[src/rtl/phenc_pkg.sv]
package phenc_pkg;
    typedef enum logic [0:0] {
        ST_IDLE = 1'b0,
        ST_RUN  = 1'b1
    } phenc_state_e;

    // Position of the bit for pair (k, j), k < j, enumerated k-major.
    function automatic int pair_idx(input int k, input int j, input int n);
        return k * n - (k * (k + 1)) / 2 + (j - k - 1);
    endfunction
endpackage

[src/rtl/phenc_prec.sv]
// Expands the pairwise bits into a predecessor mask for each wire.
module phenc_prec #(
    parameter int N = 4,
    localparam int NP = N * (N - 1) / 2
) (
    input  logic [NP-1:0]       pairs,
    output logic [N-1:0][N-1:0] pred
);
    import phenc_pkg::*;

    for (genvar j = 0; j < N; j++) begin : g_row
        for (genvar k = 0; k < N; k++) begin : g_col
            if (k < j) begin : g_lo
                assign pred[j][k] = pairs[pair_idx(k, j, N)];
            end else if (k > j) begin : g_hi
                assign pred[j][k] = ~pairs[pair_idx(j, k, N)];
            end else begin : g_self
                assign pred[j][k] = 1'b0;
            end
        end
    end
endmodule

[src/rtl/phenc_check.sv]
// A complete tournament is acyclic exactly when all in-degrees differ.
module phenc_check #(
    parameter int N = 4,
    localparam int CW = $clog2(N + 1)
) (
    input  logic [N-1:0][N-1:0] pred,
    output logic                acyclic
);
    logic [N-1:0][CW-1:0] indeg;

    always_comb begin
        for (int j = 0; j < N; j++) begin
            indeg[j] = CW'($countones(pred[j]));
        end
        acyclic = 1'b1;
        for (int a = 0; a < N; a++) begin
            for (int b = a + 1; b < N; b++) begin
                if (indeg[a] == indeg[b]) begin
                    acyclic = 1'b0;
                end
            end
        end
    end
endmodule

[src/rtl/phenc_pick.sv]
// Selects the next wire whose predecessors have all fired.
module phenc_pick #(
    parameter int N = 4
) (
    input  logic [N-1:0][N-1:0] pred,
    input  logic [N-1:0]        fired,
    output logic [N-1:0]        pick
);
    logic [N-1:0] eligible;

    for (genvar j = 0; j < N; j++) begin : g_elig
        assign eligible[j] = ~fired[j] && ((pred[j] & ~fired) == '0);
    end

    always_comb begin
        logic found;
        found = 1'b0;
        pick  = '0;
        for (int j = 0; j < N; j++) begin
            if (eligible[j] && !found) begin
                pick[j] = 1'b1;
                found   = 1'b1;
            end
        end
    end
endmodule

[src/rtl/phenc_top.sv]
module phenc_top #(
    parameter int N     = 4,
    parameter int GAP_W = 4,
    localparam int NP   = N * (N - 1) / 2
) (
    input  logic             clk,
    input  logic             rst_n,
    input  logic             in_valid,
    output logic             in_ready,
    input  logic [NP-1:0]    order_bits,
    input  logic [GAP_W-1:0] gap,
    output logic [N-1:0]     wires,
    output logic             done,
    output logic             err
);
    import phenc_pkg::*;

    typedef struct packed {
        phenc_state_e         state;
        logic [N-1:0][N-1:0]  pred;
        logic [N-1:0]         fired;
        logic [GAP_W-1:0]     cnt;
        logic [GAP_W-1:0]     gap;
        logic [N-1:0]         wires;
        logic                 done;
        logic                 err;
    } regs_t;

    regs_t r_q, r_d;

    logic [N-1:0][N-1:0] in_pred;
    logic                in_acyclic;
    logic [N-1:0]        next_pick;

    phenc_prec #(.N(N)) u_prec (
        .pairs (order_bits),
        .pred  (in_pred)
    );

    phenc_check #(.N(N)) u_check (
        .pred    (in_pred),
        .acyclic (in_acyclic)
    );

    phenc_pick #(.N(N)) u_pick (
        .pred  (r_q.pred),
        .fired (r_q.fired),
        .pick  (next_pick)
    );

    always_comb begin
        r_d      = r_q;
        r_d.done = 1'b0;
        unique case (r_q.state)
            ST_IDLE: begin
                if (in_valid) begin
                    r_d.err = ~in_acyclic;
                    if (in_acyclic) begin
                        r_d.state = ST_RUN;
                        r_d.pred  = in_pred;
                        r_d.fired = '0;
                        r_d.cnt   = '0;
                        r_d.gap   = (gap == '0) ? GAP_W'(1) : gap;
                    end
                end
            end
            ST_RUN: begin
                if (&r_q.fired) begin
                    r_d.done  = 1'b1;
                    r_d.state = ST_IDLE;
                end else if (r_q.cnt == '0) begin
                    r_d.wires = r_q.wires ^ next_pick;
                    r_d.fired = r_q.fired | next_pick;
                    r_d.cnt   = r_q.gap - GAP_W'(1);
                end else begin
                    r_d.cnt = r_q.cnt - GAP_W'(1);
                end
            end
            default: r_d.state = ST_IDLE;
        endcase
    end

    always_ff @(posedge clk or negedge rst_n) begin
        if (!rst_n) begin
            r_q <= '{state: ST_IDLE, default: '0};
        end else begin
            r_q <= r_d;
        end
    end

    assign in_ready = (r_q.state == ST_IDLE);
    assign wires    = r_q.wires;
    assign done     = r_q.done;
    assign err      = r_q.err;
endmodule

[config.mk]
export PLATFORM = sky130hd
export DESIGN_NAME = phenc_top
export DESIGN_NICKNAME = d
export VERILOG_FILES = /design/src/rtl/phenc_pkg.sv /design/src/rtl/phenc_prec.sv /design/src/rtl/phenc_check.sv /design/src/rtl/phenc_pick.sv /design/src/rtl/phenc_top.sv
export SDC_FILE = /design/constraint.sdc
export NUM_CORES = 1
export LEC_CHECK = 0
export ABC_AREA = 1
export BUFFER_PORTS_ARGS = -buffer_cell sky130_fd_sc_hd__buf_2
export CELL_PAD_IN_SITES_DETAIL_PLACEMENT = 0
export CELL_PAD_IN_SITES_GLOBAL_PLACEMENT = 2
export CORE_AREA = 2 2 74 83
export DETAILED_ROUTE_END_ITERATION = 16
export DIE_AREA = 0 0 76 85
export GPL_ROUTABILITY_DRIVEN = 0
export GPL_TIMING_DRIVEN = 0
export PLACE_DENSITY = 0.93
export SLEW_MARGIN = 20
export SYNTH_ARGS = -nofsm -noshare
export SYNTH_HDL_FRONTEND = slang
export SYNTH_SLANG_ARGS = --single-unit
[constraint.sdc]
create_clock -name clk -period 2.4 [get_ports clk]
set_input_delay 0.48 -clock clk [delete_from_list [all_inputs] [get_ports clk]]
set_output_delay 0.48 -clock clk [all_outputs]
set_load 0.05 [all_outputs]
==> results.md <==
- Buffers added on ports: 19
- TritonCTS clock tree: done
- Average cell area after synthesis: 8.03 sq um
- # diodes: 0
- Final ANT Viol Nets: 0
- Status: completed
- Crit Path Max Fanout: 10
- Pins Over Slew Limit: 0
- Worst Clk Skew: 0.00447 ns
- Die Width: between 70 and 80 um
- CTS sink cnt: 31
- Clk root buf: clkbuf_8
- Syn Inst Count: between 200 and 300
- Vias in the first global route: 1,595
- FF+latch count, synth: 31
- Setup crit end kind: register
- Final wirelength: 4140 um
- DR vias: between 1,500 and 2,000
- Place WS: -0.101 ns
- H-tree levels: 2
- Antenna violations before repair: 0
- # setup viols final: 0
- Worst IR Drop VDD: around 0.00023 V
- Die Y: 85 um
- Max Cap Viol: 0
- Share of layout cells above drive strength 1: 0.213
- Clock transition at path regs: 0.07 ns
- First-pass GRT wire length: 7310 um
- Overall routing resource usage: 0.142
- Core Rows: 29
- Initial DRC Count: 38
- I/O pins: 20
- Final setup TNS: 0 ns
- Mapped cell area: 2080 sq um
- Clock Path Buffers: 2
- P per Cell Area: ~480 nW/um^2
- Synth cell types: 21
- Via density: approximately 4.4
- Cts bufs inserted: 5
- Post-CTS Repair Setup Buffers: 0
- Final period utilization: 0.907
- Slew headroom: 0.546
- Worst EP required: around 2.6 ns
- Hold Vio Cnt, Final: 0
- FF-to-FF End: wires[2]
- Post-cts sizing count: 0
- Hpwl dp: between 3000 and 4000 um
- Initial Util: 0.370
- First-pass detailed-route iteration total: 4
- Final min period: approximately 2.2 ns
- Total power: 1140 uW
- Min-delay worst type: in -> async
- Die area: between 6000 and 7000 sq um
- Seq/Total Area, Yosys: 0.373
- Clock latency on the worst-skew pair: approximately 0.28 ns
- Worst r2r src: r_q[15]
- Leak: approximately 0.0013 uW
- Reg2Reg Setup Slack: 0.91 ns
- DR WL/cell: 11.4 um
- Setup WS post-layout: between 0.2 and 0.25 ns
- Pin count of the biggest net entering global routing: 32
- Overflow after GRT: 0
- R2R cell count: 6
- Post-CTS Hold Buffers: 0
- RSZ-0062 raised after global routing: no
- Fin nets: 315
- Syn nets: slightly below 300
- Actual slew at the worst max-slew pin: 0.681 ns
- DRC violation count after routing: 0
- Max frequency: about 0.46 GHz
- Crit path DAT: 2.34 ns
- Layout area overhead: 14.2%
- CP Launch Type: input port
- Core area: about 5600 sq um
- Worst setup path class: in -> reg
- Synth warn: 0
[synth_stat cells]
library cell  number  area, sq um
inv_1             31          116
nand2_2            3         18.8
a31oi_1            1         6.26
o21bai_1           1         7.51
nor2_1            17         63.8
xor2_1             4         35.0
xnor2_1           11         96.3
nand4_1            3         18.8
o21a_1             1         7.51
inv_2              3         11.3
nand2_4            1         11.3
nand3_1           20          100
fa_1               4         80.1
dfrtp_1           31          776
buf_6              4         45.0
nand2_1           84          315
nor2_2             3         18.8
a21oi_1            4         20.0
o21ai_2           16          140
ha_1              13          163
buf_4              4         30.0
[cell usage in the layout (no fill, tap or decap), drive strengths merged]
master    count
o21a          1
clkbuf        7
nor2         20
a21oi         4
a31oi         1
nand4         3
buf          27
ha           13
xor2          4
nand3        20
o21bai        1
xnor2        11
dfrtp        31
clkinvlp      1
fa            4
nand2        88
o21ai        16
inv          34
[metal layers]
| layer | vias up | global-route usage | share of wire |
|---|---|---|---|
| li1 | 845 | - | - |
| met1 | 740 | 0.170 | 0.45 |
| met2 | 21 | 0.252 | 0.50 |
| met3 | 6 | 0.0309 | 0.029 |
| met4 | 0 | 0.0496 | 0.017 |
| met5 | - | 0 | 0 |
[critical path, cell delays in order]
cell	delay (ns)
buf_2	0.12
inv_1	0.21
ha_1	0.28
ha_1	0.18
ha_1	0.23
xnor2_1	0.15
nand3_1	0.07
nand2_1	0.06
nor2_2	0.14
nand2_4	0.11
buf_6	0.16
nand3_1	0.06
nand2_1	0.07
[through the flow]
step,cells,hold slack (ns),utilization,cell area [sq um]
global placement,355,0.459,0.404,2270
global route,363,0.289,0.422,2380
finish,363,0.232,0.422,2380
detailed placement,355,0.462,0.404,2270
CTS,363,0.259,0.422,2380
floorplan,259,0.184,-,2080
[area by class of cell]
| class | count | area [sq um] |
|---|---|---|
| clock inverters | 1 | 7.51 |
| clock buffers | 7 | 96.3 |
| fillers | 600 | 3250 |
| plain buffers | 8 | 75.1 |
| inverters | 34 | 128 |
| multi-input cells | 186 | 1100 |
| flip-flops and latches | 31 | 776 |
| repair buffers | 19 | 95.1 |
| well taps | 77 | 96.3 |
[power by group]
| part | switching [uW] | internal [uW] | total [uW] |
|---|---|---|---|
| Combinational | 98.8 | 62.0 | 161 |
| Sequential | 0 | 522 | 522 |
| Clock | 197 | 261 | 457 |
[state kept, by name (all words and copies together) (netlist names)]
signal / cells
done: 1
err: 1
r_q: 25
wires: 4
[kinds of logic (layout without fill, tap and decap cells)]
kind of cell    after synthesis  count (layout)  synth area share
simple gates                131             131             0.263
flops                        31              31             0.373
xor+xnor                     15              15            0.0631
compound gates               23              23            0.0872
fa+ha+maj                    17              17             0.117
buf+inv                      42              69            0.0974
[how the worst max path moves through the flow]
stage                        startpoint  endpoint  slack [ns]  cells after the start
after floorplan           order_bits[3]    r_q[6]        0.28                     13
after detailed placement  order_bits[3]   r_q[11]       -0.10                     12
final                     order_bits[3]   r_q[11]        0.22                     13
after global placement    order_bits[3]   r_q[31]       -0.08                     12
after global routing      order_bits[1]   r_q[13]        0.07                     14
after CTS                 order_bits[3]   r_q[11]        0.19                     14
No activity file was read; power rests on OpenSTA's default activity.
